===== src/rtl/bus_handover_pkg.sv =====
package bus_handover_pkg;

  typedef enum logic [1:0] {
    ARB_IDLE  = 2'd0,
    ARB_WAIT  = 2'd1,
    ARB_GRANT = 2'd2,
    ARB_HELD  = 2'd3
  } arbState_t;

  // Strobes from control to datapath
  typedef struct packed {
    logic loadWinner;  // capture priority winner into grant register
    logic clearGrant;  // drop any grant
  } arbStrobe_t;

endpackage


===== src/rtl/bus_handover_dp.sv =====
module bus_handover_dp
  import bus_handover_pkg::*;
#(
  parameter int NUM_REQ = 4
) (
  input  logic               clk,
  input  logic               rstN,
  input  logic [NUM_REQ-1:0] reqN,
  input  logic [NUM_REQ-1:0] ackN,
  input  arbStrobe_t         strobe,
  output logic               anyReq,
  output logic               ackSeen,
  output logic               winnerLive,
  output logic               busReqN,
  output logic [NUM_REQ-1:0] grantN
);

  logic [NUM_REQ-1:0] reqAct;
  logic [NUM_REQ-1:0] pickVec;
  logic [NUM_REQ-1:0] grantVec;
  logic [NUM_REQ:0]   seenBelow;

  assign reqAct       = ~reqN;
  assign seenBelow[0] = 1'b0;

  // Fixed priority: lowest index wins, ripple of "someone below asked"
  for (genvar g = 0; g < NUM_REQ; g++) begin : g_pick
    assign pickVec[g]     = reqAct[g] & ~seenBelow[g];
    assign seenBelow[g+1] = seenBelow[g] | reqAct[g];
  end

  always_ff @(posedge clk) begin
    if (!rstN) begin
      grantVec <= '0;
    end else if (strobe.loadWinner) begin
      grantVec <= pickVec;
    end else if (strobe.clearGrant) begin
      grantVec <= '0;
    end
  end

  assign anyReq     = seenBelow[NUM_REQ];
  assign ackSeen    = ~(&ackN);
  assign winnerLive = |(grantVec & reqAct);
  assign busReqN    = ~anyReq;
  assign grantN     = ~grantVec;

endmodule


===== src/rtl/bus_handover_ctl.sv =====
module bus_handover_ctl
  import bus_handover_pkg::*;
(
  input  logic       clk,
  input  logic       rstN,
  input  logic       anyReq,
  input  logic       ackSeen,
  input  logic       winnerLive,
  input  logic       cycActN,
  output arbStrobe_t strobe,
  output logic       cpuOwnsBus
);

  arbState_t state, stateNext;

  always_comb begin
    stateNext         = state;
    strobe            = '0;
    unique case (state)
      ARB_IDLE, ARB_WAIT: begin
        if (!anyReq) begin
          stateNext = ARB_IDLE;
        end else if (cycActN) begin
          stateNext         = ARB_GRANT;
          strobe.loadWinner = 1'b1;
        end else begin
          stateNext = ARB_WAIT;
        end
      end
      ARB_GRANT: begin
        if (ackSeen) begin
          stateNext         = ARB_HELD;
          strobe.clearGrant = 1'b1;
        end else if (!winnerLive) begin
          stateNext         = ARB_IDLE;
          strobe.clearGrant = 1'b1;
        end
      end
      ARB_HELD: begin
        if (!ackSeen) begin
          if (anyReq) begin
            stateNext         = ARB_GRANT;
            strobe.loadWinner = 1'b1;
          end else begin
            stateNext = ARB_IDLE;
          end
        end
      end
      default: stateNext = ARB_IDLE;
    endcase
  end

  always_ff @(posedge clk) begin
    if (!rstN) begin
      state <= ARB_IDLE;
    end else begin
      state <= stateNext;
    end
  end

  assign cpuOwnsBus = (state == ARB_IDLE) || (state == ARB_WAIT);

endmodule


===== src/rtl/bus_handover_arb.sv =====
module bus_handover_arb
  import bus_handover_pkg::*;
#(
  parameter int NUM_REQ = 4
) (
  input  logic               clk,
  input  logic               rstN,
  input  logic [NUM_REQ-1:0] reqN,
  input  logic [NUM_REQ-1:0] ackN,
  input  logic               cycActN,
  output logic               busReqN,
  output logic [NUM_REQ-1:0] grantN,
  output logic               cpuOwnsBus
);

  arbStrobe_t strobe;
  logic       anyReq;
  logic       ackSeen;
  logic       winnerLive;

  bus_handover_ctl u_ctl (
    .clk        (clk),
    .rstN       (rstN),
    .anyReq     (anyReq),
    .ackSeen    (ackSeen),
    .winnerLive (winnerLive),
    .cycActN    (cycActN),
    .strobe     (strobe),
    .cpuOwnsBus (cpuOwnsBus)
  );

  bus_handover_dp #(.NUM_REQ(NUM_REQ)) u_dp (
    .clk        (clk),
    .rstN       (rstN),
    .reqN       (reqN),
    .ackN       (ackN),
    .strobe     (strobe),
    .anyReq     (anyReq),
    .ackSeen    (ackSeen),
    .winnerLive (winnerLive),
    .busReqN    (busReqN),
    .grantN     (grantN)
  );

endmodule


===== config.mk =====
export PLATFORM = sky130hd
export DESIGN_NAME = bus_handover_arb
export DESIGN_NICKNAME = d
export VERILOG_FILES = /design/src/rtl/bus_handover_pkg.sv /design/src/rtl/bus_handover_dp.sv /design/src/rtl/bus_handover_ctl.sv /design/src/rtl/bus_handover_arb.sv
export SDC_FILE = /design/constraint.sdc
export NUM_CORES = 1
export LEC_CHECK = 0
export ABC_AREA = 1
export BUFFER_PORTS_ARGS = -buffer_cell sky130_fd_sc_hd__buf_4
export CAP_MARGIN = 20
export CORE_AREA = 2 2 39 41
export CTS_CLUSTER_DIAMETER = 40
export DETAILED_ROUTE_END_ITERATION = 10
export DIE_AREA = 0 0 41 43
export SLEW_MARGIN = 0
export SYNTH_ARGS = -nofsm -noshare
export SYNTH_HDL_FRONTEND = slang
export SYNTH_HIERARCHICAL = 1
export SYNTH_SLANG_ARGS = --single-unit

===== constraint.sdc =====
create_clock -name clk -period 1.6 [get_ports clk]
set_input_delay 0.08 -clock clk [delete_from_list [all_inputs] [get_ports clk]]
set_output_delay 0.08 -clock clk [all_outputs]
set_load 0.02 [all_outputs]

==> reports/metrics.yaml <==
grt_use_met1_pct: 13.55
dr.pass1.iters: 4
setup-tns-final_ps: 0
criticalPathCategory: "reg2reg"
yosysSeqAreaShare_pct: 31.89
fp-row-count: 14
tightestPinTransition_ps: 199.3
grt_max_degree: 7
worstPathCellList: "inv_1, nand2_1, nand2_1, nor2_2, and2_1, inv_1, nand2_1, nor2_1, nor2_1, nor2_1"
power.density_mw_per_mm2: 775.0
hpwl_um: 673.5
postSynthCellCount: 68
post_cts_buffers: 0
fmax_mhz: 768.2
path_buf_inv: 2
vias: 431
yosys_register_bits: 6
hp-class: "in2reg"
avgSynthCellArea_um2: 5.538
num-nets-final: 100
ant_nets: 0
cts.repair.resized: 0
fin_crit_ps: 1302
routed_via_density: 4.184
crit_path_top_delay_cell: "dfxtp_1"
r2r_end: "u_dp/grantVec[3]$_SDFFE_PN0P_"
critical_path_arrival_ps: 1430
fin_worst_skew_ps: 1.518
yosysUniqueCellTypes: 13
reg2reg_depth: 10
layout-drive-gt1-share_pct: 26.44
hold_viol: 0
rsz0062_at_grt: "no"
syn-cell-area_um2: 376.6
routed_wl_um: 821
crit_end: "u_dp/grantVec[3]$_SDFFE_PN0P_"
fill_cells: 157
cts_buffers: 3
core_region_area_mm2: 0.001384
fin_total_pwr_uw: 417.9
critPathMaxFanout: 6
r2r_start: "u_ctl/state[0]$_SDFFE_PN0P_"
leakage_nw: 0.2777
end_kind: "flip-flop"
grt_pass1_vias: 378
grtUsageMet3_pct: 4.712
clockRootBuffer: "clkbuf_4"
rrSetupSlack_ps: 300
drc_errors: 0
die_w_um: 41
cts.sinks: 6
worst_setup_path_start_kind: "flip-flop"
max_slew_margin_pct: 86.72
numPortBuffers: 16
post-route-util_pct: 38.97
ctsHoldBuffers: 0
period_share_pct: 81.36
ir_drop_uv: 271.1
initial_core_util_pct: 27.22
clk_latency_ps: 240
place_congestion: 0.7967
max_stage_delay_ps: 360
cp.required_ps: 1730
cts_tree: "yes"
dieArea_mm2: 0.001763
setup_viol: 0
cap_violations: 0
drt_iter0_markers: 8
clock_path_buffers: 2
grt-busiest-layer: "met2"
wl_per_cell_um: 7.971
clkSlewWorstSetupHoldPaths_ps: 40
antenna_found_initial: 0
boundaryPins: 17
cp_top_family: "simple AND/OR/NAND/NOR gates"
synth_nets: 79
htreeDepth: 1
yosys_warnings: 6
grt_overflow: 0
path_depth: 10
areaGrowthSynthToFinish_pct: 43.19
dieHeight_um: 43
grtUsageMet2_pct: 16.25
num_antenna_cells: 0
crit_start: "u_ctl/state[0]$_SDFFE_PN0P_"
status: "complete, no violations"
track_usage_pct: 11.56
maxSlewViolCount: 0
grt_first_pass_wirelength_um: 1359
## state kept, by name, indices dropped and copies added (netlist names)
| name | flops |
|---|---|
| u_dp/grantVec | 4 |
| u_ctl/state | 2 |
## cell type report
class                   instances  area (um2)  area share [%]
flip-flops and latches          6       120.1           22.27
clock buffers                   3       22.52           4.176
inverters                      17       63.81           11.83
multi-input cells              45       192.7           35.73
well taps                      16       20.02           3.712
repair buffers                 16       120.1           22.27
## Yosys cell counts
library cell  number  area (um2)
dfxtp_1            6       120.1
nand2_1           18       67.56
nand4_1            2       12.51
nor2_1            13       48.80
and2_1             1       6.260
inv_1             14       52.55
nor3_1             1       5.000
a21oi_1            3       15.01
nand3_1            4       20.02
clkinv_1           1       3.750
inv_2              2       7.510
o21ai_1            1       5.000
nor2_2             2       12.51
## cell usage in the layout, fill, tap and decap left out
cell	netlist	routed
clkbuf_4	0	3
inv_2	2	2
nor2_2	2	2
nand4_1	2	2
a21oi_1	3	3
dfxtp_1	6	6
nand2_1	18	18
nor2_1	13	13
nor3_1	1	1
and2_1	1	1
buf_4	0	16
inv_1	14	14
nand3_1	4	4
clkinv_1	1	1
o21ai_1	1	1
## power by group
group | internal [mW] | switching [mW]
registers | 0.161 | 0.00894
logic | 0.0510 | 0.0639
clock network | 0.0845 | 0.0489
## per-stage QoR
step,cell area (um2),std cells,setup WS [ps],hold slack [ps]
6_report,539.3,103,298.3,44.65
5_1_grt,539.3,103,138.3,66.39
4_1_cts,539.3,103,299.9,35.13
3_5_place_dp,516.7,100,311.8,286.3
3_3_place_gp,516.7,100,311.5,284.3
2_1_floorplan,376.6,68,299.1,177.6
## worst register-to-register path: stages (launching register included)
cell and delay, ps:
dfxtp_1 360, inv_1 50, nand2_1 70, nand2_1 60, nor2_2 90, and2_1 240
inv_1 60, nand2_1 60, nor2_1 40, nor2_1 110, nor2_1 50
## logic make-up (layout without fill, tap and decap cells)
kind of cell / after synthesis / in the layout / share of synthesized area (%)
DFF: 6 / 6 / 31.89
buffers and inverters: 17 / 36 / 16.94
and+or+nand+nor: 41 / 41 / 45.85
AOI/OAI and AO/OA: 4 / 4 / 5.313
## how the worst min path moves through the flow
stage | start | endpoint | slack [ps] | depth (start not counted)
after floorplan | rstN | u_ctl/state[0]$_SDFFE_PN0P_ | 180 | 2
after global placement | rstN | u_ctl/state[0]$_SDFFE_PN0P_ | 280 | 3
after detailed placement | rstN | u_ctl/state[0]$_SDFFE_PN0P_ | 290 | 3
after CTS | rstN | u_ctl/state[0]$_SDFFE_PN0P_ | 40 | 3
after global routing | rstN | u_ctl/state[0]$_SDFFE_PN0P_ | 70 | 3
final | rstN | u_ctl/state[0]$_SDFFE_PN0P_ | 40 | 3
## routing by layer
layer / part of all wire (%) / vias up
met1: 44 / 180
met4: 1.2 / 0
met3: 4.5 / 2
li1: - / 241
met5: 0 / -
met2: 50 / 8
Power figures use the tool's default switching activity.
